==> config.mk <==
export PLATFORM = sky130hd
export DESIGN_NAME = wp_seq_guard
export DESIGN_NICKNAME = d
export VERILOG_FILES = /design/src/rtl/wp_pkg.sv /design/src/rtl/wp_cmd_decode.sv /design/src/rtl/wp_blk_fsm.sv /design/src/rtl/wp_seq_guard.sv
export SDC_FILE = /design/constraint.sdc
export NUM_CORES = 1
export LEC_CHECK = 0
export ABC_AREA = 1
export BUFFER_PORTS_ARGS = -buffer_cell sky130_fd_sc_hd__buf_4
export CAP_MARGIN = 20
export CORE_MARGIN = 3
export CORE_UTILIZATION = 51
export DETAILED_ROUTE_END_ITERATION = 7
export PLACE_DENSITY = 0.8
export SKIP_LAST_GASP = 1
export SLEW_MARGIN = 20
export SYNTH_ARGS = -nofsm -noshare
export SYNTH_HDL_FRONTEND = slang
export SYNTH_SLANG_ARGS = --single-unit
export TNS_END_PERCENT = 30
==> constraint.sdc <==
create_clock -name clk -period 2.5 [get_ports clk]
set_clock_uncertainty 0.2 [all_clocks]
set_input_delay 0.5 -clock clk [delete_from_list [all_inputs] [get_ports clk]]
set_output_delay 0.5 -clock clk [all_outputs]
set_load 0.05 [all_outputs]
==> src/rtl/wp_pkg.sv <==
package wp_pkg;

    // Classified meaning of one written address/data pair
    typedef enum logic [2:0] {
        TK_PLAIN,
        TK_LEAD,
        TK_SECOND,
        TK_LOCK,
        TK_EXTEND,
        TK_RELEASE
    } wp_tok_e;

    // Per-block sequence tracker states
    typedef enum logic [2:0] {
        ST_IDLE,
        ST_LEAD_SEEN,
        ST_SECOND_SEEN,
        ST_EXT_SEEN,
        ST_EXT_LEAD_SEEN,
        ST_EXT_SECOND_SEEN,
        ST_BURST_SET,
        ST_BURST_CLR
    } wp_state_e;

endpackage

==> src/rtl/wp_cmd_decode.sv <==
module wp_cmd_decode
    import wp_pkg::*;
#(
    parameter int              ADDR_W       = 17,
    parameter int              DATA_W       = 8,
    parameter logic [ADDR_W-1:0] CMD_ADDR_A = 17'h05555,
    parameter logic [ADDR_W-1:0] CMD_ADDR_B = 17'h02AAA,
    parameter logic [DATA_W-1:0] CODE_LEAD    = 8'hAA,
    parameter logic [DATA_W-1:0] CODE_SECOND  = 8'h55,
    parameter logic [DATA_W-1:0] CODE_LOCK    = 8'hA0,
    parameter logic [DATA_W-1:0] CODE_EXTEND  = 8'h80,
    parameter logic [DATA_W-1:0] CODE_RELEASE = 8'h20
) (
    input  logic [ADDR_W-1:0] addr,
    input  logic [DATA_W-1:0] data,
    output wp_tok_e           tok
);

    logic at_a;
    logic at_b;

    assign at_a = (addr == CMD_ADDR_A);
    assign at_b = (addr == CMD_ADDR_B);

    always_comb begin
        tok = TK_PLAIN;
        if (at_b && (data == CODE_SECOND)) begin
            tok = TK_SECOND;
        end else if (at_a) begin
            if (data == CODE_LEAD)         tok = TK_LEAD;
            else if (data == CODE_LOCK)    tok = TK_LOCK;
            else if (data == CODE_EXTEND)  tok = TK_EXTEND;
            else if (data == CODE_RELEASE) tok = TK_RELEASE;
            else                           tok = TK_PLAIN;
        end
    end

endmodule

==> src/rtl/wp_blk_fsm.sv <==
module wp_blk_fsm
    import wp_pkg::*;
(
    input  logic    clk,
    input  logic    rst_n,
    input  logic    hit,
    input  wp_tok_e tok,
    input  logic    cycle_done,
    output logic    allow,
    output logic    prot
);

    wp_state_e state_q;
    wp_state_e state_d;
    logic      step;
    logic      prot_q;

    // State register
    always_ff @(posedge clk or negedge rst_n) begin
        if (!rst_n) begin
            state_q <= ST_IDLE;
        end else begin
            state_q <= state_d;
        end
    end

    // Protect flag: updated only when the programming period ends
    always_ff @(posedge clk or negedge rst_n) begin
        if (!rst_n) begin
            prot_q <= 1'b0;
        end else if (cycle_done) begin
            if (state_q == ST_BURST_SET)      prot_q <= 1'b1;
            else if (state_q == ST_BURST_CLR) prot_q <= 1'b0;
        end
    end

    // Next state and command-consumption flag
    always_comb begin
        state_d = state_q;
        step    = 1'b0;
        if (hit) begin
            unique case (state_q)
                ST_IDLE: begin
                    if (tok == TK_LEAD) begin
                        state_d = ST_LEAD_SEEN;
                        step    = 1'b1;
                    end
                end
                ST_LEAD_SEEN: begin
                    step = 1'b1;
                    if (tok == TK_SECOND)    state_d = ST_SECOND_SEEN;
                    else if (tok == TK_LEAD) state_d = ST_LEAD_SEEN;
                    else begin
                        state_d = ST_IDLE;
                        step    = 1'b0;
                    end
                end
                ST_SECOND_SEEN: begin
                    step = 1'b1;
                    if (tok == TK_LOCK)        state_d = ST_BURST_SET;
                    else if (tok == TK_EXTEND) state_d = ST_EXT_SEEN;
                    else if (tok == TK_LEAD)   state_d = ST_LEAD_SEEN;
                    else begin
                        state_d = ST_IDLE;
                        step    = 1'b0;
                    end
                end
                ST_EXT_SEEN: begin
                    if (tok == TK_LEAD) begin
                        state_d = ST_EXT_LEAD_SEEN;
                        step    = 1'b1;
                    end else begin
                        state_d = ST_IDLE;
                    end
                end
                ST_EXT_LEAD_SEEN: begin
                    step = 1'b1;
                    if (tok == TK_SECOND)    state_d = ST_EXT_SECOND_SEEN;
                    else if (tok == TK_LEAD) state_d = ST_LEAD_SEEN;
                    else begin
                        state_d = ST_IDLE;
                        step    = 1'b0;
                    end
                end
                ST_EXT_SECOND_SEEN: begin
                    step = 1'b1;
                    if (tok == TK_RELEASE)   state_d = ST_BURST_CLR;
                    else if (tok == TK_LEAD) state_d = ST_LEAD_SEEN;
                    else begin
                        state_d = ST_IDLE;
                        step    = 1'b0;
                    end
                end
                ST_BURST_SET,
                ST_BURST_CLR: begin
                    state_d = state_q;
                end
                default: begin
                    state_d = ST_IDLE;
                end
            endcase
        end
        if (cycle_done) begin
            state_d = ST_IDLE;
        end
    end

    // Outputs
    always_comb begin
        allow = 1'b0;
        if (hit) begin
            unique case (state_q)
                ST_BURST_SET,
                ST_BURST_CLR: allow = 1'b1;
                default:      allow = !step && !prot_q;
            endcase
        end
        prot = prot_q;
    end

endmodule

==> src/rtl/wp_seq_guard.sv <==
module wp_seq_guard
    import wp_pkg::*;
#(
    parameter int NUM_BLK = 2,
    parameter int ADDR_W  = 17,
    parameter int DATA_W  = 8,
    localparam int BLK_W  = (NUM_BLK > 1) ? $clog2(NUM_BLK) : 1
) (
    input  logic              clk,
    input  logic              rst_n,
    input  logic              pwr_good,
    input  logic              wr_strobe,
    input  logic [ADDR_W-1:0] wr_addr,
    input  logic [DATA_W-1:0] wr_data,
    input  logic [BLK_W-1:0]  wr_blk,
    input  logic              cycle_done,
    output logic              wr_allow,
    output logic [NUM_BLK-1:0] prot_status
);

    wp_tok_e            tok;
    logic [NUM_BLK-1:0] hit_vec;
    logic [NUM_BLK-1:0] allow_vec;

    wp_cmd_decode #(
        .ADDR_W (ADDR_W),
        .DATA_W (DATA_W)
    ) u_dec (
        .addr (wr_addr),
        .data (wr_data),
        .tok  (tok)
    );

    for (genvar b = 0; b < NUM_BLK; b++) begin : g_blk
        assign hit_vec[b] = wr_strobe && pwr_good && (wr_blk == BLK_W'(b));

        wp_blk_fsm u_fsm (
            .clk        (clk),
            .rst_n      (rst_n),
            .hit        (hit_vec[b]),
            .tok        (tok),
            .cycle_done (cycle_done),
            .allow      (allow_vec[b]),
            .prot       (prot_status[b])
        );
    end

    assign wr_allow = |allow_vec;

endmodule

==> results of run 1 <==
registers in the layout (all words and copies together), names as in the netlist:
name and count:
g_blk.u_fsm.state_q 6, g_blk.u_fsm.prot 2
where the power goes:
| part | internal, uW | switching, uW | leakage [uW] |
|---|---|---|---|
| logic | 50.9 | 46.5 | 0.000775 |
| clock network | 55.3 | 48.9 | 0.0000138 |
| registers | 130 | 0.00000169 | 0.000107 |
| total | 236 | 95.4 | 0.000895 |
worst min-delay path, cell delays in order, from the launching register on:
cell and delay (ns):
dfrtp_1 0.37, nand2_1 0.06, o41ai_1 0.06
how the worst min path moves through the flow:
stage | slack [ns] | to
5_1_grt | 0.35 | g_blk[1].u_fsm.state_q[0]
2_1_floorplan | 0.004 | g_blk[0].u_fsm.prot
6_report | 0.32 | g_blk[1].u_fsm.prot
4_1_cts | 0.32 | g_blk[1].u_fsm.prot
3_3_place_gp | 0.12 | g_blk[1].u_fsm.state_q[1]
3_5_place_dp | 0.12 | g_blk[1].u_fsm.state_q[2]
cell families (layout without fill, tap and decap cells):
kind of cell / Yosys count / count (layout) / share of synthesized area, %
compound gates: 13 / 13 / 8.62
flops: 8 / 8 / 18.4
simple gates: 138 / 138 / 57.0
buf+inv: 35 / 94 / 12.8
mux: 1 / 1 / 0.920
fa+ha+maj: 2 / 2 / 2.30
final cells by class:
class                   count  area (sq um)
multi-input cells         154           852
fillers                   136           285
flip-flops and latches      8           200
clock buffers               3          22.5
repair buffers             59           468
inverters                  32           120
well taps                  27          33.8
metrics by stage:
step           cells  cell area [sq um]
2_1_floorplan    197               1100
3_3_place_gp     269               1470
3_5_place_dp     269               1470
4_1_cts          278               1600
5_1_grt          283               1700
6_report         283               1700
cell usage in the layout (no fill, tap or decap), types with 4 or more instances in the layout:
master    n
nand2_2   6
nand3_1  12
nand4_1   6
inv_2     4
nor2_1   25
buf_6     4
nor3_1    6
nor2_4    4
nand3_2   4
nand2_1  59
dfrtp_1   8
nor2_2    5
buf_4    53
inv_1    28
per-layer routing:
layer / part of all wire, % / routed length (um) / vias to the layer above / global-route usage (%)
met4: 2.3 / 82 / 0 / 11.9
met1: 43 / 1580 / 682 / 34.0
met2: 50 / 1820 / 39 / 44.8
met5: 0 / 0 / - / 0
li1: - / - / 753 / -
met3: 4.0 / 144 / 9 / 4.27
timing repair:
action                                  CTS  global route
resized for setup                        12            21
pin swaps                                 6            20
endpoints found under the setup margin    1             1
hold endpoints to repair                  8             0
buffers inserted                          5             5
hold buffers                              1             0
==> impl_summary.log, run 1 <==
INFO  metric run_status = finished, violations left
INFO  metric violations = setup timing
INFO  metric worst-path-buf-inv = 2
INFO  metric port_buffers = 33
INFO  metric pre_cts_slack = -0.327 ns
INFO  metric final-max-slew-violation-count = 0
INFO  metric cp_data_required_time = 1.80 ns
INFO  metric overall_die_area = roughly 2700 sq um
INFO  metric wl_per_cell = 12.8 um
INFO  metric yosys-top-cells-count = nand2_1 (65), inv_1 (32), nor2_1 (31), nand3_1 (17), dfrtp_1 (8)
INFO  metric io_pins = 34
INFO  metric clkLatencyLatePin = about 0.27 ns
INFO  metric worst-endpoint-arrival = 1.99 ns
INFO  metric crit_path_max_incr_delay = roughly 0.17 ns
INFO  metric worst_r2r_path_depth = 11
INFO  metric final_nets = ~290
INFO  metric final_critical_path_setup_slack = -0.189 ns
INFO  metric ctsLongestPathBuffers = 2
INFO  metric ant_nets = 0
INFO  metric fin_hold_ws = 0.321 ns
INFO  metric core.rowCount = 16
INFO  metric post-synth-top-count-cell = nand2_1
INFO  metric count_of_yosys_warnings_during_synthesis = 0
INFO  metric crit_path_start = wr_data[1]
INFO  metric period_minus_slack = between 2 and 3 ns
INFO  metric timing.rr.start = g_blk[1].u_fsm.state_q[1]
INFO  metric ctsHtreeMaxLevel = 1
INFO  metric synthesis.nets = 230
INFO  metric number_of_global_route_vias_before_repair = approximately 1300
INFO  metric worst-path-max-fanout = 6
INFO  metric drt_pre_antenna_iters = 4
INFO  metric power.density_cell_area = 195 nW/um^2
INFO  metric yosysUniqueCellTypes = 32
INFO  metric ys.flop_type = dfrtp_1
INFO  metric min-delay-path-class = reg2reg
INFO  metric synth_sequential_area_ratio = 18.4%
INFO  metric post_drt_via_cell_ratio = approximately 5.2
INFO  metric cp.depth = 15
INFO  metric synth_enable_flop_cells = 0
INFO  metric design.core.area = between 1500 and 2000 sq um
INFO  metric gr-usage-all-layers = 26.9%
INFO  metric worst-slew-pin-transition = around 0.41 ns
INFO  metric drive_gt1_share = ~36%
INFO  metric num_antenna_cells = 0
INFO  metric synth_top_cell_by_area = nand2_1
INFO  metric crit_chain = buf_4, nor2_2, nand2_1, nor2_1, nor2_1, nand4_4, nand3_2, nand2_1, nand3_1, nand2_1, nand2_1, nand2_1, nand2_2, nand2_4, buf_8
INFO  metric setup_tns = -0.189 ns
INFO  metric yosysTopAreaCellShare = ~22%
INFO  metric cts_inserted_buffers = 3
INFO  metric detail_route.drc_violations = 0
INFO  metric postLayoutCoreUtil = a little under nine tenths
INFO  metric grt_first_pass_wirelength = roughly 5.5 mm
INFO  metric path_common_cell = nand2_1
INFO  metric drt_first_iter_violations = 52
INFO  metric max_cap_viol_count = 0
INFO  metric critical_path_slowest_stage_cell = nor2_2
INFO  metric hp-start = g_blk[1].u_fsm.prot
INFO  metric antenna_found_initial = 0
INFO  metric share_of_synthesized_flip_flops_with_an_asynchronous_set_or_reset = 100%
INFO  metric initial_core_util = approximately 55%
INFO  metric worst_voltage_drop_across_the_vdd_grid = around 0.26 mV
INFO  metric worstSetupPathType = in2out
INFO  metric vias = roughly 1500
INFO  metric grt_start_max_net_pins = 9
INFO  metric area_growth = 55.9%
INFO  metric post-route-period-util = 108%
INFO  metric critical_register_to_register_path_endpoint = g_blk[1].u_fsm.state_q[0]
INFO  metric setup_viol_count_final = 1
INFO  metric design_power_total = roughly 330 uW
INFO  metric dieHeight = approximately 52 um
INFO  metric postSynthRegisterBits = 8
INFO  metric rsz_0062_raised_after_global_routing = yes
INFO  metric detailedPlacementHpwl = roughly 2.6 mm
INFO  metric timing.critical_path.to_type = output port
INFO  metric cts_sinks = 8
INFO  metric cpLargestDelayFamily = simple AND/OR/NAND/NOR gates
INFO  metric globalRouteOverflowTotal = 0
INFO  metric clkTransAtPathRegs = 0.06 ns
INFO  metric total_detailed_routing_wirelength = around 3.6 mm
INFO  metric power.leakage = ~0.00090 uW
INFO  metric maxClockFrequency = between 300 and 400 MHz
INFO  metric clock_tree_from_tritoncts = built
INFO  metric dieWidth = about 52 um
INFO  metric last_element_of_the_critical_path = wr_allow
INFO  metric cts_root_buffer = clkbuf_4
INFO  metric final-hold-violation-count = 0
INFO  metric start_kind = input port
INFO  metric post_synthesis_mean_instance_area = roughly 5.5 sq um
INFO  metric gpl.final_weighted_congestion = between 0.9 and 1
INFO  metric maxSlewHeadroom = between 70 and 80%
INFO  metric synth.area.top_cells = nand2_1 (22%), dfrtp_1 (18%), inv_1 (11%)
INFO  metric synthCells = just under 200
INFO  metric reg2reg_slack = between 0.6 and 0.7 ns
INFO  metric whs_path_depth = 2
INFO  metric synth.cell_area = 1090 sq um
No activity file was read; power rests on OpenSTA's default activity.
==> run 2, diff against run 1 <==
--- a/config.mk
+++ b/config.mk
@@ -8,6 +8,7 @@
 export ABC_AREA = 1
 export BUFFER_PORTS_ARGS = -buffer_cell sky130_fd_sc_hd__buf_4
 export CAP_MARGIN = 20
+export CORE_ASPECT_RATIO = 1.1
 export CORE_MARGIN = 3
 export CORE_UTILIZATION = 51
 export DETAILED_ROUTE_END_ITERATION = 7
==> constraint.sdc (replaced) <==
create_clock -name clk -period 2.5 [get_ports clk]
set_clock_uncertainty 0.2 [all_clocks]
set_input_delay 0.5 -clock clk [delete_from_list [all_inputs] [get_ports clk]]
set_output_delay 0.5 -clock clk [all_outputs]
set_load 0.005 [all_outputs]
==> run 2 against run 1 <==
Effect of this change: the flow still finishes with violations (setup timing); sequential share of layout area is 0.40 points lower; core utilization is 6.7 points higher; count of clock-buffer cells in the layout stayed put; hold slack better by 0.0055 ns; power is 0.78% higher; maximum frequency is 6.9% lower; first-iteration DRC count grew to 4.2 times the previous value; critical path depth is 1 higher; setup slack worse by 0.20 ns; critical endpoint unchanged; largest cell class unchanged.
==> impl_summary.log, run 2 (synthesized netlist as in run 1, its figures left out) <==
INFO  metric run_status = finished, violations left
INFO  metric violations = setup timing
INFO  metric io_pins = 34
INFO  metric cts_sinks = 8
INFO  metric power.density_cell_area = approximately 190 nW/um^2
INFO  metric dpl.cell_count = between 200 and 300
INFO  metric worstSetupPathType = in2out
INFO  metric worst_r2r_path_depth = 10
INFO  metric dieHeight = between 50 and 60 um
INFO  metric cts_root_buffer = clkbuf_4
INFO  metric wl_per_cell = 18.8 um
INFO  metric final_critical_path_setup_slack = -0.389 ns
INFO  metric ant_nets = 0
INFO  metric grtUsageMet1 = between 30% and 40%
INFO  metric reg2reg_slack = 0.63 ns
INFO  metric worst-path-max-fanout = 3
INFO  metric detailedPlacementHpwl = roughly 2.6 mm
INFO  metric critical_path_slowest_stage_cell = buf_4
INFO  metric gr-usage-all-layers = roughly 28%
INFO  metric final_nets = between 200 and 300
INFO  metric cp_data_required_time = ~1.8 ns
INFO  metric rsz_0062_raised_after_global_routing = yes
INFO  metric worst-endpoint-arrival = about 2.2 ns
INFO  metric crit_path_max_incr_delay = 0.16 ns
INFO  metric timing.critical_path.to_type = output port
INFO  metric dieWidth = 50.1 um
INFO  metric maxClockFrequency = between 300 and 400 MHz
INFO  metric timing.rr.start = g_blk[0].u_fsm.state_q[1]
INFO  metric grt_first_pass_wirelength = 5.99 mm
INFO  metric max_cap_viol_count = 0
INFO  metric design.core.area = between 1500 and 2000 sq um
INFO  metric power.leakage = around 0.00093 uW
INFO  metric overall_die_area = 2730 sq um
INFO  metric post_drt_via_cell_ratio = around 6.2
INFO  metric ctsHtreeMaxLevel = 1
INFO  metric core.rowCount = 16
INFO  metric layoutNonFillerInstCount = just under 300
INFO  metric clock_tree_from_tritoncts = built
INFO  metric drt_pre_antenna_iters = 6
INFO  metric start_kind = input port
INFO  metric grt.met3_usage = approximately 6.5%
INFO  metric port_buffers = 33
INFO  metric whs_path_depth = 2
INFO  metric final-max-slew-violation-count = 0
INFO  metric hp-start = g_blk[1].u_fsm.prot
INFO  metric detail_route.drc_violations = 0
INFO  metric worst_voltage_drop_across_the_vdd_grid = approximately 0.44 mV
INFO  metric pre_cts_slack = -0.362 ns
INFO  metric maxSlewHeadroom = between 70 and 80%
INFO  metric globalRouteOverflowTotal = 0
INFO  metric initial_core_util = between 50% and 60%
INFO  metric drive_gt1_share = 39.7%
INFO  metric largest_reg_flops = 6
INFO  metric fin_hold_ws = approximately 0.33 ns
INFO  metric ctsLongestPathBuffers = 2
INFO  metric drt_first_iter_violations = roughly 220
INFO  metric clkTransAtPathRegs = 0.05 ns
INFO  metric min-delay-path-class = reg2reg
INFO  metric final-hold-violation-count = 0
INFO  metric crit_chain = buf_4, inv_1, nand2_1, nand2_1, nand3_2, buf_4, nand4_1, nand3_2, nand2_1, nand3_1, nand2_1, nand2_1, nand2_1, nand2_1, nand2_2, buf_6
INFO  metric period_minus_slack = just under 3 ns
INFO  metric grt_start_max_net_pins = 9
INFO  metric post-route-period-util = 116%
INFO  metric worst-slew-pin-transition = between 0.4 and 0.5 ns
INFO  metric clkLatencyLatePin = 0.25 ns
INFO  metric critical_register_to_register_path_endpoint = g_blk[0].u_fsm.state_q[0]
INFO  metric vias = around 1800
INFO  metric path_common_cell = nand2_1
INFO  metric busiest_layer = met2
INFO  metric num_antenna_cells = 0
INFO  metric min_to = g_blk[1].u_fsm.prot
INFO  metric max_flop_register = g_blk.u_fsm.state_q
INFO  metric cts_inserted_buffers = 3
INFO  metric global_route.usage.met2 = between 50 and 60%
INFO  metric gpl.final_weighted_congestion = 0.903
INFO  metric area_growth = 61.3%
INFO  metric setup_viol_count_final = 1
INFO  metric antenna_found_initial = 0
INFO  metric number_of_global_route_vias_before_repair = ~1400
INFO  metric total_detailed_routing_wirelength = roughly 5.4 mm
INFO  metric most-common-layout-cells = nand2_1 (58), buf_4 (58), inv_1 (28), nor2_1 (21), nand3_1 (12)
[run 2: report_power, final]
| group | leakage (uW) | internal, uW | switching (uW) |
|---|---|---|---|
| clock network | 0.0000138 | 55.0 | 44.3 |
| registers | 0.000107 | 130 | 0.00000180 |
| logic | 0.000811 | 51.6 | 53.2 |
| total | 0.000932 | 236 | 97.5 |
[run 2: layer usage]
| layer | wire length (um) | part of all wire [%] | vias to the layer above |
|---|---|---|---|
| li1 | - | - | 763 |
| met1 | 1830 | 34 | 795 |
| met2 | 2510 | 46 | 171 |
| met3 | 614 | 11 | 63 |
| met4 | 474 | 8.7 | 0 |
| met5 | 0 | 0 | - |
[run 2: how the worst max path moves through the flow]
stage          cells past startpoint  slack (ns)       end         from
2_1_floorplan                     11        0.11  wr_allow   wr_addr[2]
3_3_place_gp                      13       -0.25  wr_allow   wr_addr[2]
3_5_place_dp                      13       -0.36  wr_allow   wr_addr[2]
4_1_cts                           16       -0.11  wr_allow  wr_addr[11]
5_1_grt                           16       -0.45  wr_allow   wr_data[3]
6_report                          16       -0.39  wr_allow   wr_data[3]
[run 2: final cells by class]
type / instances / area (sq um)
multi-input cells: 154 / 866
repair buffers: 65 / 513
flip-flops and latches: 8 / 200
fillers: 73 / 146
inverters: 32 / 120
well taps: 27 / 33.8
clock buffers: 3 / 22.5
[run 2: metrics by stage]
stage	total power (uW)	cell area [sq um]	util [%]	setup TNS (ns)
after global placement	203	1460	77.0	-0.248
after detailed placement	207	1460	77.0	-0.362
final	334	1760	92.3	-0.389
after global routing	347	1760	92.3	-0.453
after CTS	311	1630	85.9	-0.111
after floorplan	153	1090	-	0
[run 2: what timing repair did]
| item | 4_1_cts | 5_1_grt |
|---|---|---|
| setup endpoints to repair | 1 | 1 |
| gates resized for setup | 18 | 24 |
| cloned | 0 | 0 |
| pin swaps | 16 | 20 |
| buffers inserted | 10 | 6 |
| hold buffers | 1 | 0 |
| endpoints found under the hold margin | 8 | 0 |
[run 2: critical path, delay by kind of cell]
kind,cells,cell delay [ns]
buffers and inverters,4,0.48
and+or+nand+nor,12,1.18
==> run 3, diff against run 2 <==
--- a/config.mk
+++ b/config.mk
@@ -10,9 +10,10 @@
 export CAP_MARGIN = 20
 export CORE_ASPECT_RATIO = 1.1
 export CORE_MARGIN = 3
-export CORE_UTILIZATION = 51
+export CORE_UTILIZATION = 53
+export CTS_BUF_LIST = sky130_fd_sc_hd__clkbuf_4
 export DETAILED_ROUTE_END_ITERATION = 7
-export PLACE_DENSITY = 0.8
+export PLACE_DENSITY = 0.82
 export SKIP_LAST_GASP = 1
 export SLEW_MARGIN = 20
 export SYNTH_ARGS = -nofsm -noshare
==> run 3 against run 2 <==
Effect of this change: the run still ends with setup timing left; highest routed layer unchanged; largest cell class unchanged; maximum frequency grew 4.3%; power grew 1.7%; design area shrank 1.7%; cell count shrank 2.8%; combinational power shrank 4%; hold slack gained 0.043 ns; core utilization grew 0.37 points.
==> impl_summary.log, run 3 (synthesized netlist as in run 1, its figures left out) <==
INFO  metric largest_reg_flops = 6
INFO  metric maxSlewHeadroom = 63.2%
INFO  metric initial_core_util = roughly three fifths
INFO  metric final_critical_path_setup_slack = -0.270 ns
INFO  metric cp_data_required_time = about 1.8 ns
INFO  metric fillers = slightly above 80
INFO  metric layoutNonFillerInstCount = 281
INFO  metric setup_viol_count_final = 1
INFO  metric rsz_0062_raised_after_global_routing = yes
INFO  metric num_antenna_cells = 0
INFO  metric post_drt_via_cell_ratio = roughly 6.0
INFO  metric core.rowCount = 16
INFO  metric cts_sinks = 8
INFO  metric port_buffers = 33
INFO  metric mostFrequentLayoutCell = nand2_1
INFO  metric final-max-slew-violation-count = 0
INFO  metric ctsHtreeMaxLevel = 1
INFO  metric timing.rr.start = g_blk[1].u_fsm.state_q[1]
INFO  metric crit_path_start = wr_data[6]
INFO  metric vias = roughly 1700
INFO  metric worst_voltage_drop_across_the_vdd_grid = 0.392 mV
INFO  metric clkTransAtPathRegs = roughly 0.050 ns
INFO  metric dieHeight = around 54 um
INFO  metric max_cap_viol_count = 0
INFO  metric detailedPlacementHpwl = 2.52 mm
INFO  metric start_kind = input port
INFO  metric worstSetupPathType = in2out
INFO  metric detail_route.drc_violations = 0
INFO  metric wl_per_cell = roughly 17 um
INFO  metric antenna_found_initial = 0
INFO  metric reg2reg_slack = ~0.59 ns
INFO  metric placedInstanceArea = ~1500 sq um
INFO  metric ant_nets = 0
INFO  metric clock_tree_from_tritoncts = built
INFO  metric last_element_of_the_critical_path = wr_allow
INFO  metric globalRouteOverflowTotal = 0
INFO  metric grt_first_pass_wirelength = 5.58 mm
INFO  metric violations = setup timing
INFO  metric final_nets = 289
INFO  metric number_of_global_route_vias_before_repair = about 1400
INFO  metric most-common-layout-cells = nand2_1 (56), buf_4 (46), inv_1 (28), nor2_1 (22), nand3_1 (11)
INFO  metric run_status = finished, violations left
INFO  metric whs_path_depth = 4
INFO  metric critical_register_to_register_path_endpoint = g_blk[1].u_fsm.state_q[0]
INFO  metric worst-path-max-fanout = 6
INFO  metric period_minus_slack = between 2 and 3 ns
INFO  metric area_growth = 58.5%
INFO  metric drt_pre_antenna_iters = 6
INFO  metric io_pins = 34
INFO  metric worst_r2r_path_depth = 9
INFO  metric min-delay-path-class = in2reg
INFO  metric power.density_cell_area = between 150 and 200 nW/um^2
INFO  metric cts_inserted_buffers = 3
INFO  metric drt_first_iter_violations = between 150 and 200
INFO  metric overall_die_area = roughly 2600 sq um
INFO  metric cts_root_buffer = clkbuf_4
INFO  metric dieWidth = between 40 and 50 um
INFO  metric gr-usage-all-layers = between 20% and 30%
INFO  metric clkLatencyLatePin = ~0.27 ns
INFO  metric postLayoutCoreUtil = between 90% and 100%
INFO  metric worst-endpoint-arrival = ~2.1 ns
INFO  metric ctsLongestPathBuffers = 2
INFO  metric power.leakage = 0.000906 uW
INFO  metric dpl.cell_count = around 270
INFO  metric final-hold-violation-count = 0
INFO  metric postLayoutCellArea = between 1500 and 2000 sq um
INFO  metric setup_tns = -0.270 ns
INFO  metric timing.critical_path.to_type = output port
INFO  metric maxClockFrequency = around 360 MHz
INFO  metric total_detailed_routing_wirelength = between 4 and 5 mm
INFO  metric fin_hold_ws = around 0.37 ns
INFO  metric gpl.final_weighted_congestion = 0.913
INFO  metric worst-slew-pin-transition = 0.548 ns
INFO  metric max_flop_register = g_blk.u_fsm.state_q
INFO  metric drive_gt1_share = 39.0%
INFO  metric design.core.area = ~1900 sq um
INFO  metric post-route-period-util = 111%
INFO  metric grt_start_max_net_pins = 9
## run 3: cell types whose count changed in the layout (fill, tap and decap cells not counted), sizes merged
cell,change
buf,-8
## run 3: how the worst min path moves through the flow
stage                   startpoint                   endpoint  slack (ns)
3_5_place_dp                 rst_n  g_blk[1].u_fsm.state_q[0]        0.12
2_1_floorplan                rst_n        g_blk[0].u_fsm.prot       0.004
3_3_place_gp                 rst_n  g_blk[1].u_fsm.state_q[0]        0.12
4_1_cts        g_blk[1].u_fsm.prot        g_blk[1].u_fsm.prot        0.33
5_1_grt                 cycle_done  g_blk[1].u_fsm.state_q[2]        0.39
6_report                cycle_done  g_blk[1].u_fsm.state_q[2]        0.37
## run 3: where the power goes
part           switching (uW)  internal, uW  total, uW
combinational            47.7          53.3        101
sequential         0.00000169           129        129
clock                    53.4          55.6        109
## run 3: what timing repair did
item,in CTS,in global routing
pin swaps,17,26
cloned,0,0
endpoints found under the setup margin,1,1
setup buffers,4,5
hold buffers,1,0
gates resized for setup,17,32
endpoints found under the hold margin,8,0
## run 3: critical path: stages
cell and delay (ns):
buf_4 0.13, nor2_2 0.11, nand2_1 0.09, nor2_1 0.19
nor2_2 0.09, nand4_4 0.16, nor2_2 0.06, nor2_1 0.22
nand3_2 0.10, nand2_1 0.07, nand2_1 0.05, nand2_1 0.07
nand2_1 0.05, nand2_1 0.08, buf_6 0.10
## run 3: metal layers
metal  part of all wire (%)  wire length, um  vias to the layer above  global-route usage (%)
met1                     34             1630                      747                    29.5
met4                    8.0              382                        0                    5.69
li1                       -                -                      748                       -
met2                     47             2240                      143                    53.1
met5                      0                0                        -                       0
met3                     11              514                       56                    6.37
## run 3: stage by stage
step | worst slack (ns) | power [uW]
6_report | -0.270 | 339
5_1_grt | -0.352 | 353
4_1_cts | -0.131 | 310
3_5_place_dp | -0.337 | 205
3_3_place_gp | -0.247 | 202
2_1_floorplan | 0.111 | 153
## run 3: area by class of cell
| class | count | area, sq um | area share, % |
|---|---|---|---|
| sequential | 8 | 200 | 11.6 |
| inverter | 32 | 120 | 6.96 |
| clock buffer | 3 | 22.5 | 1.31 |
| multi-input combinational | 154 | 877 | 50.8 |
| tap | 27 | 33.8 | 1.96 |
| timing repair buffer | 57 | 472 | 27.3 |
